<file path="src/rtl/lcd4_ctrl.sv">
module lcd4_ctrl #(
  parameter int CLK_HZ       = 50_000_000,
  parameter int PWRUP_US     = 16000,
  parameter int FIRST_GAP_US = 5000,
  parameter int NIB_GAP_US   = 64,
  parameter int STROBE_US    = 1,
  parameter bit TWO_LINES    = 1'b1,
  parameter bit CURSOR_ON    = 1'b0,
  parameter bit BLINK_ON     = 1'b0
) (
  input  logic       clk,
  input  logic       rst_n,
  input  logic       cmd_valid,
  input  logic       cmd_is_data,
  input  logic [7:0] cmd_byte,
  output logic       cmd_ready,
  input  logic       stat_req,
  output logic       stat_valid,
  output logic [7:0] stat_byte,
  output logic       init_done,
  output logic       lcd_rs,
  output logic       lcd_rw,
  output logic       lcd_e,
  output logic [3:0] lcd_d_out,
  output logic       lcd_d_oe,
  input  logic [3:0] lcd_d_in
);

  localparam int CPU   = (CLK_HZ / 1_000_000 < 1) ? 1 : CLK_HZ / 1_000_000;
  localparam int C_PWR = PWRUP_US * CPU;
  localparam int C_G1  = FIRST_GAP_US * CPU;
  localparam int C_GN  = NIB_GAP_US * CPU;
  localparam int C_STB = (STROBE_US * CPU < 1) ? 1 : STROBE_US * CPU;
  localparam int CW    = $clog2(C_PWR + 1) + 1;
  localparam logic [CW-1:0] K_PWR = CW'(C_PWR - 1);
  localparam logic [CW-1:0] K_G1  = CW'(C_G1 - 1);
  localparam logic [CW-1:0] K_GN  = CW'(C_GN - 1);
  localparam logic [CW-1:0] K_STB = CW'(C_STB - 1);
  localparam int NCFG = 5;
  localparam logic [7:0] FN_SET = 8'h20 | (TWO_LINES ? 8'h08 : 8'h00);
  localparam logic [7:0] DISP   = 8'h0C | (CURSOR_ON ? 8'h02 : 8'h00) | (BLINK_ON ? 8'h01 : 8'h00);

  typedef enum logic [3:0] {
    ST_PWR, ST_ISET, ST_IPUL, ST_IGAP, ST_LOAD, ST_IDLE, ST_SET, ST_PUL, ST_HOLD
  } st_t;

  st_t           st;
  logic [CW-1:0] cnt;
  logic [1:0]    ini;
  logic [2:0]    cfg;
  logic [7:0]    pend_byte;
  logic          pend_rs;
  logic          xf_rd;
  logic          xf_stat;
  logic          nib;
  logic [7:0]    rx;
  logic [7:0]    cfg_cmd;
  logic          done_q;
  logic          sv_q;
  logic [7:0]    sb_q;

  always_comb begin
    case (cfg)
      3'd0:    cfg_cmd = FN_SET;
      3'd1:    cfg_cmd = DISP;
      3'd2:    cfg_cmd = 8'h01;
      3'd3:    cfg_cmd = 8'h02;
      default: cfg_cmd = 8'h06;
    endcase
  end

  wire tick  = (cnt == '0);
  wire in_xf = (st == ST_SET) || (st == ST_PUL) || (st == ST_HOLD);
  wire in_ini = (st == ST_ISET) || (st == ST_IPUL) || (st == ST_IGAP);

  always_ff @(posedge clk or negedge rst_n) begin
    if (!rst_n) begin
      st        <= ST_PWR;
      cnt       <= K_PWR;
      ini       <= '0;
      cfg       <= '0;
      pend_byte <= '0;
      pend_rs   <= 1'b0;
      xf_rd     <= 1'b0;
      xf_stat   <= 1'b0;
      nib       <= 1'b0;
      rx        <= '0;
      done_q    <= 1'b0;
      sv_q      <= 1'b0;
      sb_q      <= '0;
    end else begin
      sv_q <= 1'b0;
      if (!tick) cnt <= cnt - 1'b1;
      case (st)
        ST_PWR: if (tick) begin
          st  <= ST_ISET;
          cnt <= K_STB;
        end
        ST_ISET: if (tick) begin
          st  <= ST_IPUL;
          cnt <= K_STB;
        end
        ST_IPUL: if (tick) begin
          st  <= ST_IGAP;
          cnt <= (ini == 2'd0) ? K_G1 : K_GN;
        end
        ST_IGAP: if (tick) begin
          if (ini == 2'd3) st <= ST_LOAD;
          else begin
            st  <= ST_ISET;
            cnt <= K_STB;
          end
          ini <= ini + 1'b1;
        end
        ST_LOAD: begin
          if (cfg < 3'(NCFG)) begin
            pend_byte <= cfg_cmd;
            pend_rs   <= 1'b0;
            cfg       <= cfg + 1'b1;
            xf_rd     <= 1'b1;
            xf_stat   <= 1'b0;
            nib       <= 1'b0;
            st        <= ST_SET;
            cnt       <= K_STB;
          end else begin
            done_q <= 1'b1;
            st     <= ST_IDLE;
          end
        end
        ST_IDLE: begin
          if (cmd_valid) begin
            pend_byte <= cmd_byte;
            pend_rs   <= cmd_is_data;
            xf_rd     <= 1'b1;
            xf_stat   <= 1'b0;
            nib       <= 1'b0;
            st        <= ST_SET;
            cnt       <= K_STB;
          end else if (stat_req) begin
            xf_rd   <= 1'b1;
            xf_stat <= 1'b1;
            nib     <= 1'b0;
            st      <= ST_SET;
            cnt     <= K_STB;
          end
        end
        ST_SET: if (tick) begin
          st  <= ST_PUL;
          cnt <= K_STB;
        end
        ST_PUL: if (tick) begin
          if (xf_rd) begin
            if (nib) rx[3:0] <= lcd_d_in;
            else     rx[7:4] <= lcd_d_in;
          end
          st  <= ST_HOLD;
          cnt <= K_STB;
        end
        ST_HOLD: if (tick) begin
          if (!nib) begin
            nib <= 1'b1;
            st  <= ST_SET;
            cnt <= K_STB;
          end else if (xf_rd && xf_stat) begin
            sv_q <= 1'b1;
            sb_q <= rx;
            st   <= ST_IDLE;
          end else if (xf_rd) begin
            xf_rd <= rx[7];
            nib   <= 1'b0;
            st    <= ST_SET;
            cnt   <= K_STB;
          end else begin
            st <= ST_LOAD;
          end
        end
        default: st <= ST_PWR;
      endcase
    end
  end

  assign cmd_ready  = (st == ST_IDLE);
  assign init_done  = done_q;
  assign stat_valid = sv_q;
  assign stat_byte  = sb_q;
  assign lcd_e      = (st == ST_IPUL) || (st == ST_PUL);
  assign lcd_rw     = in_xf && xf_rd;
  assign lcd_rs     = in_xf && !xf_rd && pend_rs;
  assign lcd_d_oe   = !(in_xf && xf_rd);
  assign lcd_d_out  = in_ini ? ((ini == 2'd3) ? 4'h2 : 4'h3) :
                      (in_xf && !xf_rd) ? (nib ? pend_byte[3:0] : pend_byte[7:4]) : 4'hF;

  logic [CW-1:0] e_run;
  always_ff @(posedge clk or negedge rst_n) begin
    if (!rst_n)     e_run <= '0;
    else if (lcd_e) e_run <= e_run + 1'b1;
    else            e_run <= '0;
  end

  p_e_width_r5: assert property (@(posedge clk) disable iff (!rst_n)
    $fell(lcd_e) |-> (e_run >= CW'(C_STB)));
  p_read_float_r6: assert property (@(posedge clk) disable iff (!rst_n)
    lcd_rw |-> !lcd_d_oe);
  p_ctl_stable_r6: assert property (@(posedge clk) disable iff (!rst_n)
    (lcd_e && $past(lcd_e)) |-> ($stable(lcd_rs) && $stable(lcd_rw) && $stable(lcd_d_out)));
  p_ready_idle_r8: assert property (@(posedge clk) disable iff (!rst_n)
    cmd_ready |-> (init_done && !lcd_e));
  p_accept_drop_r8: assert property (@(posedge clk) disable iff (!rst_n)
    (cmd_valid && cmd_ready) |=> !cmd_ready);
  p_stat_pulse_r9: assert property (@(posedge clk) disable iff (!rst_n)
    stat_valid |=> !stat_valid);
  p_init_cmd_r3: assert property (@(posedge clk) disable iff (!rst_n)
    !init_done |-> !lcd_rs);

endmodule

</file>
<file path="config.mk">
export PLATFORM = sky130hd
export DESIGN_NAME = lcd4_ctrl
export DESIGN_NICKNAME = d
export VERILOG_FILES = /design/src/rtl/lcd4_ctrl.sv
export SDC_FILE = /design/constraint.sdc
export NUM_CORES = 1
export LEC_CHECK = 0
export BUFFER_PORTS_ARGS = -buffer_cell sky130_fd_sc_hd__buf_4
export CORE_MARGIN = 2
export CORE_UTILIZATION = 50
export DETAILED_ROUTE_END_ITERATION = 16
export GPL_TIMING_DRIVEN = 1
export PLACE_DENSITY_LB_ADDON = 0.2
export SLEW_MARGIN = 20
export SYNTH_ARGS = -nofsm -noshare
export SYNTH_HDL_FRONTEND = slang
export SYNTH_SLANG_ARGS = --single-unit
</file>
<file path="constraint.sdc">
create_clock -name clk -period 4 [get_ports clk]
set_clock_uncertainty 0.2 [all_clocks]
set_input_delay 0.2 -clock clk [delete_from_list [all_inputs] [get_ports clk]]
set_output_delay 0.2 -clock clk [all_outputs]
set_load 0.02 [all_outputs]
</file>
==> results.sh, run 1 <==
export IMPL_status="finished clean"
export IMPL_cts_resized=0
export IMPL_ios=36
export IMPL_clock_path_buffers=2
export IMPL_synthCells=342
export IMPL_drtPass1Iterations=4
export IMPL_fin_tns_setup_ns=0
export IMPL_grt_overflow_total=0
export IMPL_syn_area_mm2=0.00335
export IMPL_root_buffer="clkbuf_8"
export IMPL_hold_depth=5
export IMPL_place_inst=445
export IMPL_ys_flop_type="dfrtp_1"
export IMPL_peakVddDrop_uv=193
export IMPL_fp_row_count=29
export IMPL_clk_pin_slew_ns=0.08
export IMPL_core_region_area_mm2=0.00642
export IMPL_worstMarginPinSlew_ns=0.776
export IMPL_syn_area_per_cell_um2=9.79
export IMPL_synthTopCellsByCount="dfrtp_1, nand2_1, a21oi_1, nor2_1"
export IMPL_stdcell_area_mm2=0.00403
export IMPL_drive_gt1_share_pct=25.4
export IMPL_hpwl_um=5200
export IMPL_hold_viol=0
export IMPL_worstPathCellList="inv_1 > ha_1 > nor3b_1 > nand3_1 > nor2_2 > inv_2 > ha_1 > a21boi_0 > or4_1"
export IMPL_antenna_found_initial=0
export IMPL_wire_per_inst_um=16.1
export IMPL_grt_pass1_vias=2650
export IMPL_synthToLayoutAreaGrowth_pct=20.4
export IMPL_relSlewSlack_pct=47.8
export IMPL_port_buffers=35
export IMPL_synth_seq_area_share_pct=45.3
export IMPL_slowest_stage="nor3b_1"
export IMPL_dieArea_mm2=0.00737
export IMPL_wl_um=7670
export IMPL_critPathMaxFanout=11
export IMPL_maxCapViolations=0
export IMPL_die_x_um=85.8
export IMPL_antenna_cells=0
export IMPL_drt_iter0_drc=250
export IMPL_endpoint_kind="register"
export IMPL_min_period_ns=3.18
export IMPL_cts_setup_buffers=0
export IMPL_totalPowerFinal_mw=1.20
export IMPL_synth_top_area_share_pct=35.1
export IMPL_grt_pass1_wl_um=13000
export IMPL_finalMaxSlewViolations=0
export IMPL_grt_max_degree=61
export IMPL_synth_edf_count=0
export IMPL_crit_type="reg -> reg"
export IMPL_layout_nets=419
export IMPL_crit_path_max_incr_delay_ns=0.56
export IMPL_ys_warnings_count=0
export IMPL_synth_area_leaders="dfrtp_1, dfstp_2, mux2_2, a21oi_1, nand2_1"
export IMPL_setup_viol=0
export IMPL_critPathBufInv=2
export IMPL_vias_per_cell=5.87
export IMPL_ys_async_sr_fraction_pct=100
export IMPL_clk_latency_ns=0.35
export IMPL_hold_path_class="in -> reg"
export IMPL_cts_made_buffers=9
export IMPL_cts_tree="built"
export IMPL_fin_crit_sh_pct=79.4
export IMPL_synthDistinctLibCells=62
export IMPL_vias=2786
export IMPL_ant_nets=0
export IMPL_die_h_um=85.8
export IMPL_yosysTopAreaCell="dfrtp_1"
export IMPL_cellLeakagePower_nw=1.75
export IMPL_rr_worst_depth=9
export IMPL_powerDensity_mw_per_mm2=298
export IMPL_worstSetupPathDepth=9
export IMPL_finalNonFillerCells=475
export IMPL_rsz0062_at_grt="false"
export IMPL_drc=0
export IMPL_crit_family="simple AND/OR/NAND/NOR gates"
export IMPL_ys_seq_elements=60
export IMPL_dpl_cell_area_mm2=0.00369
export IMPL_fmax_mhz=315
export IMPL_holdBufCountCts=14
export IMPL_syn_nets=368
export IMPL_required_ns=4.07
export IMPL_cp_common_cell="ha_1"
export IMPL_worstPathArrival_ns=3.25
export IMPL_grt_usage_pct=22.7
export IMPL_yosysMostFrequentCell="dfrtp_1"
export IMPL_critPathLaunchType="register"
export IMPL_gp_congestion=0.905
export IMPL_start_util_pct=52.1
export IMPL_htree_levels=3
export IMPL_clock_sink_count=60
kinds of logic (layout without fill, tap and decap cells):
| group | count (synthesis) | count (layout) | synth area share, % |
|---|---|---|---|
| AOI/OAI and AO/OA | 99 | 99 | 18.8 |
| xor gates and xnor gates | 9 | 9 | 2.35 |
| adders and majority gates | 9 | 9 | 3.36 |
| and+or+nand+nor | 109 | 109 | 17.8 |
| muxes | 27 | 27 | 8.86 |
| buffers and inverters | 29 | 85 | 3.51 |
| DFF | 60 | 60 | 45.3 |
power by group:
part | switching, mW | internal [mW]
Combinational | 0.0163 | 0.0189
Sequential | 0 | 0.607
Clock | 0.268 | 0.292
Total | 0.284 | 0.918
state kept, by name, indices dropped and copies added (netlist names):
signal / cells
ini: 2
pend_rs: 1
cfg: 3
init_done: 1
nib: 1
st: 4
stat_byte: 8
rx: 8
pend_byte: 8
cnt: 21
xf_stat: 1
stat_valid: 1
xf_rd: 1
metal layers:
| layer | share of wire, % | GRT usage, % |
|---|---|---|
| met5 | 0 | 0 |
| met3 | 4.4 | 4.72 |
| met1 | 49 | 33.1 |
| met2 | 45 | 32.8 |
| met4 | 1.3 | 9.81 |
per-stage QoR:
step | worst slack [ns] | utilization [%] | hold WS (ns)
after global placement | 0.990 | 57.5 | 0.121
after global routing | 0.616 | 62.8 | 0.243
after floorplan | 1.16 | - | -0.296
after detailed placement | 0.865 | 57.5 | 0.121
final | 0.824 | 62.8 | 0.218
after CTS | 0.862 | 62.8 | 0.213
cells in the final DEF, fill, tap and decap left out, types with 3 or more instances in the layout:
| cell type | instances |
|---|---|
| xnor2_1 | 9 |
| dfstp_2 | 13 |
| nor4_1 | 5 |
| o211ai_1 | 4 |
| dlygate4sd3_1 | 14 |
| a21oi_1 | 32 |
| nor3_1 | 7 |
| o21ai_0 | 19 |
| o22ai_1 | 4 |
| inv_1 | 13 |
| or4_1 | 3 |
| nand3_1 | 5 |
| buf_4 | 41 |
| or3_1 | 3 |
| a31oi_1 | 3 |
| nor4b_1 | 3 |
| nor2_1 | 23 |
| nor2b_1 | 5 |
| nand2_1 | 33 |
| nand2b_1 | 3 |
| mux2_2 | 19 |
| mux2i_1 | 6 |
| dfrtp_1 | 47 |
| a2111oi_0 | 3 |
| clkbuf_8 | 9 |
| ha_1 | 9 |
| a211oi_1 | 8 |
| a22oi_1 | 3 |
layout make-up:
cell class / count / area [µm²]
multi-input combinational: 253 / 1720
clock inverter: 7 / 75.1
timing repair buffer: 55 / 448
tap: 77 / 96.3
fill: 508 / 2390
clock buffer: 9 / 124
inverter: 14 / 52.6
sequential: 60 / 1520
worst register-to-register path, delay by kind of cell, from the launching register on:
family	cells	cell delay, ns
DFF	1	0.40
and+or+nand+nor	4	1.65
adders and majority gates	2	0.51
buffers and inverters	2	0.23
AOI/OAI and AO/OA	1	0.12
worst paths after layout:
kind / startpoint / endpoint / slack [ns]
min reg2reg: init_done / init_done / 0.26
max reg2reg: cnt[0] / cnt[0] / 0.82
min in group asynchronous: rst_n / st[0] / 0.24
min: cmd_valid / pend_byte[3] / 0.22
max: cnt[0] / cnt[0] / 0.82
max in group asynchronous: rst_n / cnt[9] / 2.86
(Power assumes the default switching activity.)
==> run 2, diff against run 1 <==
--- a/config.mk
+++ b/config.mk
@@ -5,6 +5,7 @@
 export SDC_FILE = /design/constraint.sdc
 export NUM_CORES = 1
 export LEC_CHECK = 0
+export ABC_AREA = 1
 export BUFFER_PORTS_ARGS = -buffer_cell sky130_fd_sc_hd__buf_4
 export CORE_MARGIN = 2
 export CORE_UTILIZATION = 50
==> constraint.sdc (replaced) <==
create_clock -name clk -period 3.05 [get_ports clk]
set_clock_uncertainty 0.2 [all_clocks]
set_input_delay 0.1525 -clock clk [delete_from_list [all_inputs] [get_ports clk]]
set_output_delay 0.1525 -clock clk [all_outputs]
set_load 0.02 [all_outputs]
==> run 2 against run 1 <==
Effect of this change:
- synthesized cell count increased by 40%
- critical path type is now reg -> out
- flip-flop and latch count stayed put
- total power grew to 2.7 times the previous value
- critical endpoint is now lcd_d_out[2]
- non-clock buffer count is 3 lower
==> results.sh, run 2 <==
export IMPL_top_usage_layer="met2"
export IMPL_worstMarginPinSlew_ns=0.765
export IMPL_fin_tns_setup_ns=0
export IMPL_ant_nets=0
export IMPL_root_buffer="clkbuf_8"
export IMPL_synth_seq_area_share_pct=41.8
export IMPL_finalNonFillerCells=641
export IMPL_htree_levels=3
export IMPL_cts_setup_buffers=0
export IMPL_yosysMostFrequentCell="nand2_1"
export IMPL_critPathBufInv=3
export IMPL_hold_path_class="in -> reg"
export IMPL_vias_per_cell=5.07
export IMPL_final_cell_mix="nand2_1, inv_1, nor2_1"
export IMPL_synth_area_leaders="dfrtp_1, nand2_1, dfstp_2, inv_1, nor2_1"
export IMPL_wl_um=8380
export IMPL_place_inst=611
export IMPL_synthDistinctLibCells=38
export IMPL_drtPass1Iterations=5
export IMPL_synth_top_area_share_pct=32.4
export IMPL_dpl_cell_area_mm2=0.00399
export IMPL_use_met2_pct=38.4
export IMPL_cp_common_cell="nand2_1"
export IMPL_largest_reg_flops=21
export IMPL_largest_register="cnt"
export IMPL_pwr_share_comb_pct=40.4
export IMPL_synthToLayoutAreaGrowth_pct=19.5
export IMPL_crit_path_max_incr_delay_ns=0.48
export IMPL_p_switching_mw=1.35
export IMPL_clock_sink_count=60
export IMPL_grt_usage_pct=23.1
export IMPL_vias=3250
export IMPL_fin_crit_sh_pct=80.6
export IMPL_drt_iter0_drc=169
export IMPL_dieArea_mm2=0.00795
export IMPL_met3_usage_pct=4.80
export IMPL_worstSetupPathDepth=9
export IMPL_reg2reg_slack_ns=0.59
export IMPL_critPathLaunchType="register"
export IMPL_drive_gt1_share_pct=18.8
export IMPL_cts_resized=0
export IMPL_rr_worst_depth=10
export IMPL_grt_max_degree=61
export IMPL_syn_area_mm2=0.00363
export IMPL_power_internal_mw=1.84
export IMPL_worstPathCellList="nor2_1 > nand2_1 > nor2_1 > inv_1 > nand2_1 > nand2_1 > o21ai_0 > inv_1 > buf_4"
export IMPL_totalPowerFinal_mw=3.19
export IMPL_drc=0
export IMPL_finalMaxSlewViolations=0
export IMPL_maxCapViolations=0
export IMPL_die_h_um=89.2
export IMPL_crit_family="simple AND/OR/NAND/NOR gates"
export IMPL_hpwl_um=6190
export IMPL_min_period_ns=2.46
export IMPL_start_util_pct=50.8
export IMPL_yosysTopAreaCell="dfrtp_1"
export IMPL_slowest_stage="dfrtp_1"
export IMPL_clock_path_buffers=2
export IMPL_required_ns=2.70
export IMPL_port_buffers=35
export IMPL_holdBufCountCts=14
export IMPL_grt_pass1_wl_um=14200
export IMPL_hold_viol=0
export IMPL_setup_viol=0
export IMPL_sw_frac_of_total_pct=42.3
export IMPL_hold_depth=7
export IMPL_synth_edf_count=0
export IMPL_ys_async_sr_fraction_pct=100
export IMPL_die_x_um=89.2
export IMPL_relSlewSlack_pct=49.0
export IMPL_synthCells=480
export IMPL_clk_pin_slew_ns=0.08
export IMPL_power_share_clock_pct=23.2
export IMPL_fp_row_count=31
export IMPL_fmax_mhz=407
export IMPL_layout_nets=563
export IMPL_clk_latency_ns=0.34
export IMPL_core_region_area_mm2=0.00714
export IMPL_grt_pass1_vias=3145
export IMPL_synthTopCellsByCount="nand2_1, inv_1, nor2_1, dfrtp_1, o21ai_0"
export IMPL_antenna_found_initial=0
export IMPL_gp_congestion=0.951
export IMPL_wire_per_inst_um=13.1
export IMPL_syn_nets=506
export IMPL_ys_flop_type="dfrtp_1"
export IMPL_ys_seq_elements=60
export IMPL_p_seq_share_pct=36.4
export IMPL_endpoint_kind="output port"
export IMPL_cellLeakagePower_nw=2.35
export IMPL_worstPathArrival_ns=2.11
export IMPL_critPathMaxFanout=8
export IMPL_status="finished clean"
export IMPL_syn_area_per_cell_um2=7.56
export IMPL_stdcell_area_mm2=0.00434
export IMPL_cts_made_buffers=9
export IMPL_powerDensity_mw_per_mm2=735
export IMPL_peakVddDrop_uv=382
export IMPL_layout_commonest_cell="nand2_1"
export IMPL_use_met1_pct=28.7
export IMPL_cts_tree="built"
export IMPL_ys_warnings_count=0
export IMPL_rsz0062_at_grt="false"
export IMPL_ios=36
export IMPL_crit_type="reg -> out"
export IMPL_antenna_cells=0
export IMPL_grt_overflow_total=0
run 2: cell types whose count changed after synthesis, moves of 19 or more:
cell	previous run	this run
a21oi_1	32	9
inv_1	13	62
mux2_2	19	0
nand2_1	33	143
nand3_1	5	25
nor2_1	23	57
run 2: per-layer routing:
metal,up-vias,routed length [µm]
li1,1622,-
met1,1520,3700
met2,81,4100
met3,27,300
met4,0,279
met5,-,0
run 2: power groups by stage:
stage | logic, mW | clock network [mW] | registers (mW)
after CTS | 1.28 | 0.757 | 1.16
final | 1.29 | 0.740 | 1.16
after global routing | 1.48 | 0.794 | 1.18
after global placement | 1.25 | 0 | 1.17
after floorplan | 0.989 | 0 | 1.12
after detailed placement | 1.27 | 0 | 1.17
run 2: path summary, 6_finish.rpt:
kind,to,start
setup reg to reg,cnt[0],cnt[0]
hold / removal,cnt[0],stat_req
min in group asynchronous,st[0],rst_n
max in group asynchronous,pend_byte[3],rst_n
hold reg to reg,init_done,init_done
setup / recovery,lcd_d_out[2],st[1]
run 2: cells by family after synthesis:
| family | count (synthesis) | synth area share [%] |
|---|---|---|
| AOI/OAI and AO/OA | 60 | 9.45 |
| xor gates and xnor gates | 14 | 3.38 |
| adders and majority gates | 9 | 3.10 |
| DFF | 60 | 41.8 |
| buffers and inverters | 73 | 8.21 |
| and+or+nand+nor | 264 | 34.0 |
run 2: layout make-up:
cell class	instances	area, µm²
repair buffers	52	425
clock buffers	9	124
multi-input cells	347	1810
inverters	67	251
fillers	673	2800
well taps	99	124
flip-flops and latches	60	1520
clock inverters	7	81.3
run 2: worst min-delay path, stage by stage:
cell	delay, ns
buf_4	0.08
nor2_1	0.05
inv_1	0.05
o21ai_0	0.07
nand3_1	0.07
nor3b_1	0.05
nand3_1	0.06
run 2: per-stage QoR:
stage | utilization [%] | hold slack (ns) | setup slack (ns)
3_5_place_dp | 55.9 | 0.0780 | 0.656
4_1_cts | 60.8 | 0.0521 | 0.623
2_1_floorplan | - | -0.343 | 0.659
3_3_place_gp | 55.9 | 0.0760 | 0.798
6_report | 60.8 | 0.0789 | 0.592
5_1_grt | 60.8 | 0.0926 | 0.290
